$ cat src/rtl/ncc_pkg.sv
package ncc_pkg;

   localparam int N_RATE = 3;
   localparam int N_BIAS = 3;

   localparam logic [1:0] MODE_LOW    = 2'd0;
   localparam logic [1:0] MODE_STD    = 2'd1;
   localparam logic [1:0] MODE_HIRES  = 2'd2;
   localparam logic [1:0] MODE_CUSTOM = 2'd3;

   typedef struct packed {
      logic       order4;
      logic [1:0] rate;
      logic       wide;
      logic [1:0] bias;
   } ncc_cfg_t;

   localparam ncc_cfg_t CFG_LOW   = '{order4: 1'b0, rate: 2'd0, wide: 1'b0, bias: 2'd0};
   localparam ncc_cfg_t CFG_STD   = '{order4: 1'b1, rate: 2'd1, wide: 1'b1, bias: 2'd1};
   localparam ncc_cfg_t CFG_HIRES = '{order4: 1'b1, rate: 2'd2, wide: 1'b1, bias: 2'd2};

   // The unused code 3 folds onto the highest legal code.
   function automatic logic [1:0] fold_code(input logic [1:0] c);
      return (c == 2'd3) ? 2'd2 : c;
   endfunction

endpackage

$ cat src/rtl/ncc_mode_map.sv
module ncc_mode_map
   import ncc_pkg::*;
(
   input  logic [1:0] mode_sel,
   input  logic       cust_order,
   input  logic [1:0] cust_rate,
   input  logic       cust_wide,
   input  logic [1:0] cust_bias,
   output ncc_cfg_t   cfg
);

   always_comb begin
      unique case (mode_sel)
         MODE_LOW:   cfg = CFG_LOW;
         MODE_STD:   cfg = CFG_STD;
         MODE_HIRES: cfg = CFG_HIRES;
         default: begin
            cfg.order4 = cust_order;
            cfg.rate   = fold_code(cust_rate);
            cfg.wide   = cust_wide;
            cfg.bias   = fold_code(cust_bias);
         end
      endcase
   end

endmodule

$ cat src/rtl/ncc_ctrl_drive.sv
module ncc_ctrl_drive
   import ncc_pkg::*;
(
   input  ncc_cfg_t          cfg,
   output logic              stg1_en,
   output logic              stg2_en,
   output logic [N_RATE-1:0] rate_oh,
   output logic              bw_wide,
   output logic [N_BIAS-1:0] bias_oh
);

   assign stg1_en = cfg.order4;
   assign stg2_en = 1'b1;
   assign bw_wide = cfg.wide;

   for (genvar i = 0; i < N_RATE; i++) begin : g_rate
      assign rate_oh[i] = (cfg.rate == 2'(i));
   end

   for (genvar j = 0; j < N_BIAS; j++) begin : g_bias
      assign bias_oh[j] = (cfg.bias == 2'(j));
   end

endmodule

$ cat src/rtl/ncc_merge_core.sv
module ncc_merge_core #(
   parameter int DW        = 6,
   parameter bit SHIFT_ADD = 1'b1
) (
   input  logic                 clk,
   input  logic                 rst_n,
   input  logic                 clr,
   input  logic                 adv,
   input  logic                 order4,
   input  logic                 bit_a,
   input  logic                 bit_b,
   output logic signed [DW-1:0] res
);

   localparam int DEPTH = 2;
   localparam logic signed [DW-1:0] GAIN = DW'(5);

   logic signed [1:0]    y1, y2;
   logic signed [1:0]    h1 [DEPTH];
   logic signed [1:0]    h2 [DEPTH];
   logic signed [DW-1:0] diff, scaled;

   function automatic logic signed [DW-1:0] sx(input logic signed [1:0] v);
      return {{(DW-2){v[1]}}, v};
   endfunction

   assign y1 = bit_a ? 2'sd1 : -2'sd1;
   assign y2 = bit_b ? 2'sd1 : -2'sd1;

   always_ff @(posedge clk or negedge rst_n) begin
      if (!rst_n) begin
         for (int i = 0; i < DEPTH; i++) begin
            h1[i] <= '0;
            h2[i] <= '0;
         end
      end else if (clr) begin
         for (int i = 0; i < DEPTH; i++) begin
            h1[i] <= '0;
            h2[i] <= '0;
         end
      end else if (adv && order4) begin
         h1[0] <= y1;
         h2[0] <= y2;
         for (int i = 1; i < DEPTH; i++) begin
            h1[i] <= h1[i-1];
            h2[i] <= h2[i-1];
         end
      end
   end

   assign diff = sx(y2) - (sx(h2[0]) <<< 1) + sx(h2[DEPTH-1]);

   if (SHIFT_ADD) begin : g_shift_add
      assign scaled = (diff <<< 2) + diff;
   end else begin : g_mult
      assign scaled = diff * GAIN;
   end

   assign res = order4 ? (sx(h1[DEPTH-1]) + scaled) : {{(DW-1){1'b0}}, bit_b};

   // a clear leaves the whole history at zero on the next cycle
   p_hist_clear_r4: assert property (@(posedge clk) disable iff (!rst_n)
      clr |=> (h1[0] == 2'sd0 && h1[1] == 2'sd0 && h2[0] == 2'sd0 && h2[1] == 2'sd0));

   // the merged word never leaves the +/-21 span
   p_res_span_r1: assert property (@(posedge clk) disable iff (!rst_n)
      order4 |-> (res <= 21 && res >= -21));

endmodule

$ cat src/rtl/ncc_cascade_merge.sv
module ncc_cascade_merge
   import ncc_pkg::*;
#(
   parameter int DOUT_W    = 6,
   parameter bit SHIFT_ADD = 1'b1
) (
   input  logic                     clk,
   input  logic                     rst_n,
   input  logic                     smp_stb,
   input  logic                     bit_s1,
   input  logic                     bit_s2,
   input  logic [1:0]               mode_sel,
   input  logic                     cust_order,
   input  logic [1:0]               cust_rate,
   input  logic                     cust_wide,
   input  logic [1:0]               cust_bias,
   output logic signed [DOUT_W-1:0] dout,
   output logic                     dout_vld,
   output logic                     stg1_en,
   output logic                     stg2_en,
   output logic [N_RATE-1:0]        rate_oh,
   output logic                     bw_wide,
   output logic [N_BIAS-1:0]        bias_oh
);

   localparam int BLANK_N = 2;
   localparam int BLANK_W = $clog2(BLANK_N + 1);

   if (DOUT_W < 6) begin : g_width_check
      $error("DOUT_W must be at least 6 to hold +/-21");
   end

   ncc_cfg_t                 cfg_d, cfg_q;
   logic                     chg, take;
   logic [BLANK_W-1:0]       blank_q;
   logic signed [DOUT_W-1:0] res;

   ncc_mode_map u_map (
      .mode_sel   (mode_sel),
      .cust_order (cust_order),
      .cust_rate  (cust_rate),
      .cust_wide  (cust_wide),
      .cust_bias  (cust_bias),
      .cfg        (cfg_d)
   );

   assign chg  = (cfg_d != cfg_q);
   assign take = smp_stb && !chg;

   ncc_merge_core #(.DW(DOUT_W), .SHIFT_ADD(SHIFT_ADD)) u_core (
      .clk    (clk),
      .rst_n  (rst_n),
      .clr    (chg),
      .adv    (take),
      .order4 (cfg_q.order4),
      .bit_a  (bit_s1),
      .bit_b  (bit_s2),
      .res    (res)
   );

   always_ff @(posedge clk or negedge rst_n) begin
      if (!rst_n) begin
         cfg_q    <= CFG_LOW;
         blank_q  <= BLANK_W'(BLANK_N);
         dout     <= '0;
         dout_vld <= 1'b0;
      end else begin
         cfg_q    <= cfg_d;
         dout_vld <= 1'b0;
         if (chg) begin
            blank_q <= BLANK_W'(BLANK_N);
         end else if (smp_stb) begin
            dout <= res;
            if (blank_q != '0) blank_q <= blank_q - 1'b1;
            else               dout_vld <= 1'b1;
         end
      end
   end

   ncc_ctrl_drive u_ctrl (
      .cfg     (cfg_q),
      .stg1_en (stg1_en),
      .stg2_en (stg2_en),
      .rate_oh (rate_oh),
      .bw_wide (bw_wide),
      .bias_oh (bias_oh)
   );

   // valid only follows a strobe
   p_vld_after_stb_r3: assert property (@(posedge clk) disable iff (!rst_n)
      dout_vld |-> $past(smp_stb));

   // without a strobe the word holds
   p_hold_r3: assert property (@(posedge clk) disable iff (!rst_n)
      !smp_stb |=> $stable(dout));

   // a configuration change blanks the following cycle
   p_chg_blank_r4: assert property (@(posedge clk) disable iff (!rst_n)
      chg |=> !dout_vld);

   // second-order words carry the stage bit alone
   p_pass_r2: assert property (@(posedge clk) disable iff (!rst_n)
      (dout_vld && !stg1_en) |-> (dout[0] == $past(bit_s2) && dout[DOUT_W-1:1] == '0));

   // control selects stay one-hot and the second stage stays on
   p_ctrl_onehot_r6: assert property (@(posedge clk) disable iff (!rst_n)
      ($countones(rate_oh) == 1 && $countones(bias_oh) == 1 && stg2_en));

endmodule

$ cat config.mk
export PLATFORM = sky130hd
export DESIGN_NAME = ncc_cascade_merge
export DESIGN_NICKNAME = d
export VERILOG_FILES = /design/src/rtl/ncc_pkg.sv /design/src/rtl/ncc_mode_map.sv /design/src/rtl/ncc_ctrl_drive.sv /design/src/rtl/ncc_merge_core.sv /design/src/rtl/ncc_cascade_merge.sv
export SDC_FILE = /design/constraint.sdc
export NUM_CORES = 1
export LEC_CHECK = 0
export CAP_MARGIN = 10
export CORE_ASPECT_RATIO = 2
export CORE_MARGIN = 5
export CORE_UTILIZATION = 52
export DETAILED_ROUTE_END_ITERATION = 8
export GPL_ROUTABILITY_DRIVEN = 0
export GPL_TIMING_DRIVEN = 0
export PLACE_DENSITY = 0.81
export SLEW_MARGIN = 30
export SYNTH_ARGS = -nofsm -noshare
export SYNTH_HDL_FRONTEND = slang
export SYNTH_SLANG_ARGS = --single-unit
$ cat constraint.sdc
create_clock -name clk -period 4.4 [get_ports clk]
set_input_delay 0.44 -clock clk [delete_from_list [all_inputs] [get_ports clk]]
set_output_delay 0.44 -clock clk [all_outputs]
set_load 0.01 [all_outputs]
==> Word level (Yosys, flattened, before mapping) <==
Cells that the tools add are included.
{ "word_totals": {"ff_bits": 23, "latchBits": 0, "ram_bits": 0, "rom_bits": 0, "output_inout_bits": 16, "elab_cells": 54, "memories": 0} }
{ "classes": {"n_addsub": 5, "mul": 0, "div_mod_pow": 0, "order_cmp": 0, "n_eq_ne": 9, "n_shift": 0, "muxes": 16, "n_bitwise": 1, "n_reduce_logical": 12} }
{ "ops": {"columns": ["cell", "n"], "rows": [
  ["$pmux W6 S3", 1],
  ["$mux W4", 4],
  ["$mux W2", 7],
  ["$add A6 B6 Y6", 2],
  ["$eq A2 B2 Y1 const B", 5],
  ["$reduce_bool A2 Y1", 4],
  ["$eq A2 B1 Y1 const B", 3],
  ["$logic_not A2 Y1", 3],
  ["$mux W6", 1],
  ["$ne A6 B6 Y1", 1],
  ["$add A4 B2 Y5", 1],
  ["$reduce_and A2 Y1", 2],
  ["$sub A2 B3 Y4", 1],
  ["$mux W1", 3],
  ["$logic_and A1 B1 Y1", 2],
  ["$sub A2 B1 Y2 const B", 1],
  ["$logic_not A1 Y1", 1],
  ["$not A1 Y1", 1]
]} }

==> Depth between registers and ports, before layout <==
Gate-level depths: netlist of run 1.
{ "logic_depth": {"word_depth": 9, "depth_mapped": 17, "mapped_depth_nobuf": 17} }

==> Cells and area by module <==
Synthesis of run 1 repeated with hierarchy kept, for this count alone.
{ "unflattened": {"cells_unflattened": 159, "hier_area_um2": 1575.3} }
{ "by_module_without_submodules": {"columns": ["module", "n_inst", "cells_each", "area_per_inst_um2", "seq_area_each_um2"], "rows": [
  ["ncc_merge_core", 1, 87, 789.5, 150.1],
  ["ncc_cascade_merge", 1, 42, 586.8, 376.6],
  ["ncc_mode_map", 1, 20, 130.1, 0.0],
  ["ncc_ctrl_drive", 1, 10, 68.8, 0.0]
]} }

==> Least setup slack after synthesis of run 1 <==
Ideal clock, no wire load.
{ "synth_path": {"path_type": "reg2reg", "from": "reg u_core.h2[1] (netlist bit)", "to": "reg dout[5]", "t_arrival_ps": 3343, "required_ps": 4272, "setup_slack_ps": 929, "stages_incl_launch_ff": 15, "n_path_buf": 0, "cell_sequence": "dfrtp_1 inv_1 ha_1 fa_1 xnor2_1 xor2_1 inv_1 fa_1 fa_1 nand2b_1 a21oi_1 xnor2_1 xnor2_1 xnor2_1 o22ai_1"} }
{ "synth_between": {"elab_chain_cells": 4} }
{ "synth_rtl": {"columns": ["item", "line_no", "source"], "rows": [
  ["from (decl)", "ncc_merge_core.sv:20", "logic signed [1:0] h2 [DEPTH];"],
  ["from (signal, indexed assignment)", "ncc_merge_core.sv:46", "h2[i] <= h2[i-1];"],
  ["$add A4 B2 Y5", "ncc_merge_core.sv:51", "assign diff = sx(y2) - (sx(h2[0]) <<< 1) + sx(h2[DEPTH-1]);"],
  ["$add A6 B6 Y6", "ncc_merge_core.sv:54", "assign scaled = (diff <<< 2) + diff;"],
  ["$add A6 B6 Y6", "ncc_merge_core.sv:59", "assign res = order4 ? (sx(h1[DEPTH-1]) + scaled) : {{(DW-1){1'b0}}, bit_b};"],
  ["$mux W6", "ncc_merge_core.sv:59", null],
  ["to (signal assigned)", "ncc_cascade_merge.sv:73", "dout <= res;"],
  ["to (decl)", "ncc_cascade_merge.sv:17", "output logic signed [DOUT_W-1:0] dout,"]
]} }
No other way between the ends.
A chain may end at the register's enable or synchronous reset.

==> Final worst setup path of run 1 <==
{ "layout_path": {"from": "in bit_s2", "to": "reg dout[5]"} }
{ "layout_between": {"elab_chain_cells": 6} }
{ "layout_rtl": {"columns": ["item", "line_no", "source"], "rows": [
  ["from (decl)", "ncc_cascade_merge.sv:11", "input logic bit_s2,"],
  ["$mux W2", "ncc_merge_core.sv:28", "assign y2 = bit_b ? 2'sd1 : -2'sd1;"],
  ["$sub A2 B3 Y4", "ncc_merge_core.sv:51", null],
  ["$add A4 B2 Y5", "ncc_merge_core.sv:51", null],
  ["$add A6 B6 Y6", "ncc_merge_core.sv:54", null],
  ["$add A6 B6 Y6", "ncc_merge_core.sv:59", null],
  ["$mux W6", "ncc_merge_core.sv:59", null]
]} }
No other way between the ends.

==> results of run 1 <==
-- power breakdown --
part           leakage (nW)  internal, mW  switching [mW]
clock network        0.0228        0.0644          0.0585
registers             0.268         0.227          0.0218
logic                 0.619         0.130           0.114
-- routing by layer --
metal  global-route usage, %  wire length [um]  vias up  share of wire, %
met1                   14.19              1072      568                35
li1                        -                 -      592                 -
met5                       0                 0        -                 0
met4                   5.882                68        0               2.2
met2                   32.26              1821       25                59
met3                   2.058               116        7               3.8
-- worst max-delay path by stage --
stage,startpoint,to,slack (ns),cells past startpoint
2_1_floorplan,u_core.h2[1],dout[5],0.93,14
3_5_place_dp,bit_s2,dout[5],0.10,13
3_3_place_gp,bit_s2,dout[5],0.15,13
6_report,bit_s2,dout[5],0.38,13
4_1_cts,bit_s2,dout[5],0.36,13
5_1_grt,bit_s2,dout[5],0.15,13
-- cells in the mapped netlist (all sizes together) --
cell / number
nor2: 12
xor2: 8
dfstp: 1
a211oi: 2
nor4: 1
dfrtp: 20
inv: 27
or3: 2
nor4b: 1
mux2i: 2
o21a: 1
nand3b: 2
maj3: 2
nand2: 15
buf: 6
or3b: 1
o21ai: 6
a21oi: 9
a221oi: 1
and2b: 1
xnor2: 8
o22ai: 1
ha: 15
nand3: 3
nor2b: 4
a21o: 1
conb: 1
and2: 2
fa: 6
nand2b: 5
nand4: 1
a211o: 1
-- state kept, by name, indices dropped and copies added, names as in the netlist --
name / flops
dout: 6
dout_vld: 1
cfg_q: 6
u_core.h1: 2
blank_q: 2
u_core.h2: 4
-- kinds of logic (layout without fill, tap and decap cells) --
group / count (synthesis) / after routing / synth area share [%]
AO/OA/AOI/OAI: 22 / 22 / 8.916
XOR/XNOR: 16 / 16 / 8.996
adder cells (fa/ha/maj): 23 / 23 / 21.04
buffers and inverters: 33 / 64 / 8.674
flip-flops: 21 / 21 / 33.82
multiplexers: 2 / 2 / 1.285
other: 1 / 1 / 0.2407
AND/OR/NAND/NOR: 50 / 50 / 17.03
-- final cells by class --
class,instances,share of cell area (%)
clock buffers,4,2.364
inverters,27,5.318
well taps,30,1.970
multi-input cells,114,47.01
flip-flops and latches,21,27.64
plain buffers,6,1.773
repair buffers,27,13.92
==> reports/metrics.yaml, run 1 <==
drc: 0
die_w_um: 48.70
setup-tns-final_ns: 0
first_pass_iters: 2
cts_setup_buffers: 0
critPathBufInv: 2
syn_area_um2: 1558
clk_latency_ns: 0.26
grt-ovfl-total: 0
final_common_cell: "inv_1"
die_area_um2: 4256
regToRegSetupSlack_ns: 0.58
critical_path.max_stage_delay_ns: 0.69
synth.yosys.warnings: 0
finalNetCount: 234
dp.final_hpwl_um: 2663
p_per_area_nw_per_um2: 322.8
cts_root_buffer: "clkbuf_8"
ys_seq_elements: 21
fillers: 265
final.setup_skew_ns: 0.003014
initial_utilization_pct: 52.93
port-buffer-count: 27
wl_um: 3079
grt_pass1_wl_um: 5223
critical_path_class: "in -> reg"
crit_chain: "clkdlybuf4s50_1, fa_1, xnor2_1, xor2_1, inv_1, fa_1, fa_1, nand2b_1, a21oi_1, xnor2_1, xnor2_1, xnor2_1, o22ai_1"
power_uw: 615.1
max_freq_mhz: 248.8
r2r-start: "u_core.h2[1]"
crit_slowest_cell: "fa_1"
io_pins: 29
path_max_fanout: 6
cts_sinks: 21
setup_viol: 0
dp_slack_ns: 0.1016
synth_top_area_share_pct: 32.13
path_clk_slew_ns: 0.07
placed_area_um2: 1866
fin_area_um2: 1906
initialDrtViolationCount: 18
yosysSeqAreaShare_pct: 33.82
post-route-util_pct: 64.75
antenna_found_initial: 0
place_inst: 225
arrival_ns: 4.16
required_ns: 4.54
seq_area_um2: 526.8
hold_path_class: "in -> async"
avgSynthCellArea_um2: 9.272
timing.final.ws_setup_ns: 0.3814
cpMostUsedCell: "xnor2_1"
crit_family: "adder cells"
synth_cell_types: 35
endpoint_kind: "flip-flop"
post_cts_resized: 0
drive_gt1_share_pct: 6.533
synthCells: 168
max-vdd-ir-drop_mv: 0.2196
dr_total_vias: 1192
cts_inserted_buffers: 3
syn_nets: 202
final_cell_mix: "inv_1 (27), clkdlybuf4s50_1 (26), dfrtp_1 (20), nand2_1 (15), ha_1 (15)"
grt_max_degree: 22
core_um2: 2943
grt_usage_pct: 15.47
hold_viol_final: 0
antenna_cells: 0
period_share_pct: 91.33
fin_crit_ns: 4.019
htreeDepth: 1
rsz0062_at_grt: "false"
leakage_nw: 0.9094
cap_violations: 0
cp-start-kind: "primary input"
rows: 28
detail_route.wl_per_cell_um: 13.45
synth_area_leader_cell: "dfrtp_1"
worstReg2RegEnd: "dout[5]"
viasPerCell: 5.205
run_status: "complete, no violations"
holdWs_ns: 0.1279
cts_tree: "done"
instances_no_fill: 229
fp.dieH_um: 87.40
multi_input_area_um2: 895.9
r2r_cells: 14
ys_top_cells_by_area: "dfrtp_1 (32%), ha_1 (12%), fa_1 (7.7%)"
ant_nets: 0
cts_hold_buf: 0
area_delta_synth_final_pct: 22.33
grt_pass1_vias: 1306
slew_violations: 0
cts_buffer_depth: 2
(Power assumes the default switching activity.)
==> run 2, diff against run 1 <==
--- a/config.mk
+++ b/config.mk
@@ -9,10 +9,12 @@
 export CORE_ASPECT_RATIO = 2
 export CORE_MARGIN = 5
 export CORE_UTILIZATION = 52
+export CTS_CLUSTER_DIAMETER = 60
 export DETAILED_ROUTE_END_ITERATION = 8
 export GPL_ROUTABILITY_DRIVEN = 0
 export GPL_TIMING_DRIVEN = 0
 export PLACE_DENSITY = 0.81
+export REMOVE_ABC_BUFFERS = 1
 export SLEW_MARGIN = 30
 export SYNTH_ARGS = -nofsm -noshare
 export SYNTH_HDL_FRONTEND = slang
==> run 2 against run 1 <==
Effect of this change: worst hold slack got worse by 0.011 ns; non-clock buffer count decreased by 6; global-route usage is 0.83 points higher; count of clock-buffer cells in the layout decreased by 1; utilization is 1.0 points lower; first-iteration DRC count decreased by 11%; clock skew grew 0.0018 ns; worst setup slack better by 0.018 ns; clock power is 5% higher; sequential power about the same; cell area decreased by 1.6%; critical endpoint unchanged.
==> reports/metrics.yaml, run 2 (synthesis results as in run 1) <==
crit_slowest_cell: "fa_1"
cpMostUsedCell: "xnor2_1"
cts_root_buffer: "clkbuf_8"
cts_tree: "done"
required_ns: 4.53  # about the same
post_cts_resized: 0  # unchanged
core_um2: 2943  # unchanged
r2r-start: "u_core.h2[1]"
dp.final_hpwl_um: 2694  # +1.2%
critical_path.max_stage_delay_ns: 0.68  # about the same
place_inst: 219  # -2.7%
cts_setup_buffers: 0  # unchanged
crit_chain: "clkdlybuf4s50_1, fa_1, xnor2_1, xor2_1, inv_1, fa_1, fa_1, nand2b_1, a21oi_1, xnor2_1, xnor2_1, xnor2_1, o22ai_1"
rsz0062_at_grt: "false"
grt_pass1_wl_um: 5437  # +4.1%
area_delta_synth_final_pct: 20.40
dr_total_vias: 1194  # +0.17%
slew_headroom_pct: 60.64
drc: 0  # unchanged
antenna_found_initial: 0  # unchanged
p_per_area_nw_per_um2: 329.1  # +2.0%
ant_nets: 0  # unchanged
grt_max_degree: 22  # unchanged
final.setup_skew_ns: 0.004779  # +0.001765 ns
path_max_fanout: 6  # unchanged
worstReg2RegEnd: "dout[5]"
grt_pass1_vias: 1293  # -1.0%
initial_utilization_pct: 52.93  # unchanged
switching_share_pct: 32.25  # +0.71 points
io_pins: 29  # unchanged
port-buffer-count: 27  # unchanged
cap_violations: 0  # unchanged
clk_latency_ns: 0.26  # about the same
post-route-util_pct: 63.73  # -1.0 points
fp.dieH_um: 87.40  # unchanged
leakage_nw: 0.8867  # -2.5%
antenna_cells: 0  # unchanged
finalNetCount: 228  # -2.6%
max-vdd-ir-drop_mv: 0.2209  # +0.59%
p_switching_uw: 199.1  # +2.6%
die_area_um2: 4256  # unchanged
cts_hold_buf: 0  # unchanged
die_w_um: 48.70  # unchanged
viasPerCell: 5.354  # +2.9%
final_common_cell: "inv_1"
detail_route.wl_per_cell_um: 14.15  # +5.2%
placed_area_um2: 1832  # -1.8%
reg.largest.list: "cfg_q (6), dout (6), u_core.h2 (4)"
cp-startpoint: "bit_s2"
max_freq_mhz: 250.0  # +0.45%
hold_viol_final: 0  # unchanged
critical_path_class: "in -> reg"
fin_crit_ns: 4.001  # -0.01798 ns
instances_no_fill: 223  # -2.6%
seqPwrFrac_pct: 40.6  # +0.2 points
hold_path_class: "in -> async"
wl_um: 3155  # +2.5%
grt-ovfl-total: 0  # unchanged
setup-tns-final_ns: 0  # unchanged
path_clk_slew_ns: 0.08  # about the same
tightest_slew_ns: 0.5880
final_cell_mix: "inv_1 (27), clkdlybuf4s50_1 (26), dfrtp_1 (20), nand2_1 (15), ha_1 (15)"
grt_usage_pct: 16.30  # +0.83 points
rows: 28  # unchanged
slew_violations: 0  # unchanged
period_share_pct: 90.92  # -0.41 points
p_comb_share_pct: 38.4  # -1.2 points
arrival_ns: 4.13  # -0.03 ns
cts_buffer_depth: 2  # unchanged
cts_inserted_buffers: 3  # unchanged
p_int_uw: 418.2  # -0.69%
fin_area_um2: 1876  # -1.6%
clockPowerShare_pct: 21.0  # +1.0 points
setup_viol: 0  # unchanged
first_pass_iters: 4  # +2
initialDrtViolationCount: 16  # -2
drive_gt1_share_pct: 4.663  # -1.9 points
cts_sinks: 21  # unchanged
cp-start-kind: "primary input"
run_status: "complete, no violations"
regToRegSetupSlack_ns: 0.60  # +0.02 ns
endpoint_kind: "flip-flop"
r2r_cells: 14  # unchanged
htreeDepth: 1  # unchanged
-- run 2: changes by cell type in the layout (fill, tap and decap cells not counted) --
cell,previous run,this run
buf_2,4,1
clkbuf_1,1,0
clkinvlp_4,0,1
buf_1,1,0
buf_4,2,0
-- run 2: metal layers --
layer / part of all wire, % / vias to the layer above / track usage, %
li1: - / 580 / -
met1: 33 / 567 / 13.69
met2: 59 / 40 / 33.93
met4: 2.2 / 0 / 7.843
met3: 5.8 / 7 / 3.087
met5: 0 / - / 0
-- run 2: worst max-delay path by stage --
stage	end	slack [ns]
floorplan	dout[5]	0.92
global placement	dout[5]	0.18
detailed placement	dout[5]	0.08
CTS	dout[5]	0.36
global route	dout[5]	0.18
finish	dout[5]	0.40
-- run 2: cell type report --
type                       instances  area (um2)
inverter                          27       101.3
tap                               30       37.54
clock buffer                       3       41.29
timing repair buffer              27       265.3
sequential                        21       526.8
fill                             259        1067
clock inverter                     1       7.507
multi-input combinational        114       895.9
-- run 2: worst max-delay path: cells and delay by family --
family,cells,cell delay (ns)
fa+ha+maj,3,1.65
xor+xnor,5,0.90
buf+inv,2,0.67
compound gates,2,0.29
simple gates,1,0.19
-- run 2: power groups by stage --
stage | Combinational [mW] | Clock (mW) | Sequential (mW)
after floorplan | 0.112 | 0 | 0.266
after global placement | 0.233 | 0 | 0.253
after detailed placement | 0.242 | 0 | 0.255
after CTS | 0.243 | 0.133 | 0.252
after global routing | 0.265 | 0.140 | 0.256
final | 0.237 | 0.129 | 0.251
-- run 2: stage by stage --
stage	hold slack, ns	power [mW]	setup slack (ns)
6_report	0.1166	0.6173	0.3993
5_1_grt	0.1475	0.6608	0.1799
4_1_cts	0.5273	0.6278	0.3619
3_5_place_dp	0.5168	0.4976	0.08278
3_3_place_gp	0.5065	0.4859	0.1808
2_1_floorplan	0.1444	0.3784	0.9163
==> run 3, diff against run 2 <==
--- a/config.mk
+++ b/config.mk
@@ -6,14 +6,16 @@
 export NUM_CORES = 1
 export LEC_CHECK = 0
 export CAP_MARGIN = 10
+export CELL_PAD_IN_SITES_DETAIL_PLACEMENT = 0
+export CELL_PAD_IN_SITES_GLOBAL_PLACEMENT = 1
 export CORE_ASPECT_RATIO = 2
 export CORE_MARGIN = 5
-export CORE_UTILIZATION = 52
+export CORE_UTILIZATION = 39
 export CTS_CLUSTER_DIAMETER = 60
 export DETAILED_ROUTE_END_ITERATION = 8
 export GPL_ROUTABILITY_DRIVEN = 0
 export GPL_TIMING_DRIVEN = 0
-export PLACE_DENSITY = 0.81
+export PLACE_DENSITY = 0.8
 export REMOVE_ABC_BUFFERS = 1
 export SLEW_MARGIN = 30
 export SYNTH_ARGS = -nofsm -noshare
==> run 3 against run 2 <==
Effect of this change: worst hold slack better by 0.013 ns; combinational power hardly changed; cell count is 9.4% higher; routed wire length is 2.5% lower; clock skew is 0.00081 ns lower; clock power is 6% lower.
==> reports/metrics.yaml, run 3 (synthesis results as in run 1) <==
setup_viol: 0  # unchanged
detail_route.wl_per_cell_um: 12.60  # -11%
grt-ovfl-total: 0  # unchanged
endpoint_kind: "flip-flop"
crit_chain: "clkdlybuf4s50_1, fa_1, xnor2_1, xor2_1, inv_1, fa_1, fa_1, nand2b_1, a21oi_1, xnor2_1, xnor2_1, xnor2_1, o22ai_1"
cts_buffer_depth: 2  # unchanged
cap_violations: 0  # unchanged
grt_pass1_vias: 1249  # -3.4%
grt_usage_pct: 12.91  # -3.4 points
arrival_ns: 4.20  # +0.07 ns
critical_path_class: "in -> reg"
fp.dieH_um: 99.38  # +14%
required_ns: 4.52  # about the same
path_clk_slew_ns: 0.07  # about the same
run_status: "complete, no violations"
crit_slowest_cell: "fa_1"
wl_um: 3075  # -2.5%
max-vdd-ir-drop_mv: 0.1812  # -18%
max_freq_mhz: 244.7  # -2.1%
cts_tree: "done"
slew_violations: 0  # unchanged
cpMostUsedCell: "xnor2_1"
tightest_slew_ns: 0.5971  # +0.009124 ns
final_common_cell: "inv_1"
rows: 32  # +14%
hold_path_class: "in -> async"
holdWs_ns: 0.1295  # +0.01291 ns
fin_crit_ns: 4.087  # +0.08680 ns
drc: 0  # unchanged
grt_pass1_wl_um: 5223  # -3.9%
final_cell_mix: "inv_1 (27), clkdlybuf4s50_1 (26), dfrtp_1 (20), nand2_1 (15), ha_1 (15)"
area_delta_synth_final_pct: 21.85
io_pins: 29  # unchanged
p_switching_uw: 191.5  # -3.8%
htreeDepth: 1  # unchanged
r2r_cells: 14  # unchanged
die_w_um: 54.69  # +12%
dr_total_vias: 1157  # -3.1%
clockPowerShare_pct: 19.8  # -1.2 points
port-buffer-count: 27  # unchanged
critical_path.max_stage_delay_ns: 0.71  # +0.03 ns
p_int_uw: 419.0  # +0.18%
clk_latency_ns: 0.26  # about the same
final.setup_skew_ns: 0.003972  # -0.0008064 ns
post_cts_resized: 0  # unchanged
p_per_area_nw_per_um2: 321.6  # -2.3%
first_pass_iters: 5  # +1
initial_utilization_pct: 40.11  # -13 points
viasPerCell: 4.742  # -11%
fillers: 391  # +51%
ant_nets: 0  # unchanged
setup-tns-final_ns: 0  # unchanged
rsz0062_at_grt: "false"
cts_inserted_buffers: 3  # unchanged
antenna_found_initial: 0  # unchanged
switching_share_pct: 31.37  # -0.89 points
p_comb_share_pct: 38.8  # +0.4 points
reg.largest.list: "cfg_q (6), dout (6), u_core.h2 (4)"
grt_max_degree: 22  # unchanged
seqPwrFrac_pct: 41.4  # +0.8 points
core_um2: 3884  # +32%
cp-start-kind: "primary input"
path_max_fanout: 6  # unchanged
power_uw: 610.4  # -1.1%
dp.final_hpwl_um: 2613  # -3.0%
cts_sinks: 21  # unchanged
drive_gt1_share_pct: 4.145  # -0.52 points
period_share_pct: 92.90  # +2.0 points
antenna_cells: 0  # unchanged
cts_hold_buf: 0  # unchanged
die_area_um2: 5435  # +28%
cts_setup_buffers: 0  # unchanged
cts_root_buffer: "clkbuf_8"
slew_headroom_pct: 60.03  # -0.61 points
leakage_nw: 0.8877  # +0.12%
finalNetCount: 228  # unchanged
post-route-util_pct: 48.87  # -15 points
initialDrtViolationCount: 13  # -3
hold_viol_final: 0  # unchanged
[run 3: cell count changes in the layout (fill, tap and decap cells not counted)]
| cell | delta |
|---|---|
| clkbuf_1 | +1 |
| clkinvlp_4 | -1 |
[run 3: path summary, 6_finish.rpt]
check	startpoint	to	slack (ns)
hold reg to reg	u_core.h1[3]	u_core.h1[1]	0.53
setup reg to reg	u_core.h2[1]	dout[5]	0.59
hold / removal	rst_n	u_core.h2[2]	0.13
min in group clk	u_core.h1[3]	u_core.h1[1]	0.53
setup / recovery	bit_s2	dout[5]	0.31
max in group asynchronous	rst_n	blank_q[1]	3.93
[run 3: power by group through the flow]
stage,Combinational (mW),Sequential (mW),Clock (mW)
final,0.237,0.253,0.121
after floorplan,0.112,0.266,0
after global placement,0.236,0.254,0
after global routing,0.262,0.257,0.133
after CTS,0.243,0.254,0.126
after detailed placement,0.241,0.258,0
[run 3: final cells by class]
type	instances	area (um2)	share of cell area, %
clock buffer	4	45.04	2.373
inverter	27	101.3	5.339
multi-input combinational	114	895.9	47.20
timing repair buffer	27	265.3	13.97
sequential	21	526.8	27.75
tap	51	63.81	3.362
[run 3: worst max-delay path: cells and delay by family]
kind / cells / cell delay (ns)
AO/OA/AOI/OAI: 2 / 0.32
XOR/XNOR: 5 / 0.91
AND/OR/NAND/NOR: 1 / 0.17
adder cells (fa/ha/maj): 3 / 1.67
buffers and inverters: 2 / 0.69
[run 3: through the flow]
step / instance area (um2) / std cells / worst slack, ns
6_report: 1898 / 244 / 0.3125
5_1_grt: 1898 / 244 / 0.05225
2_1_floorplan: 1524 / 162 / 0.9163
3_5_place_dp: 1858 / 240 / -0.0003233
4_1_cts: 1903 / 244 / 0.2668
3_3_place_gp: 1858 / 240 / 0.07801
[run 3: layer usage]
layer | share of wire [%] | global-route usage (%) | vias up
li1 | - | - | 578
met1 | 37 | 13.43 | 550
met2 | 59 | 23.72 | 25
met3 | 2.7 | 2.099 | 4
met4 | 1.4 | 5.182 | 0
met5 | 0 | 0 | -
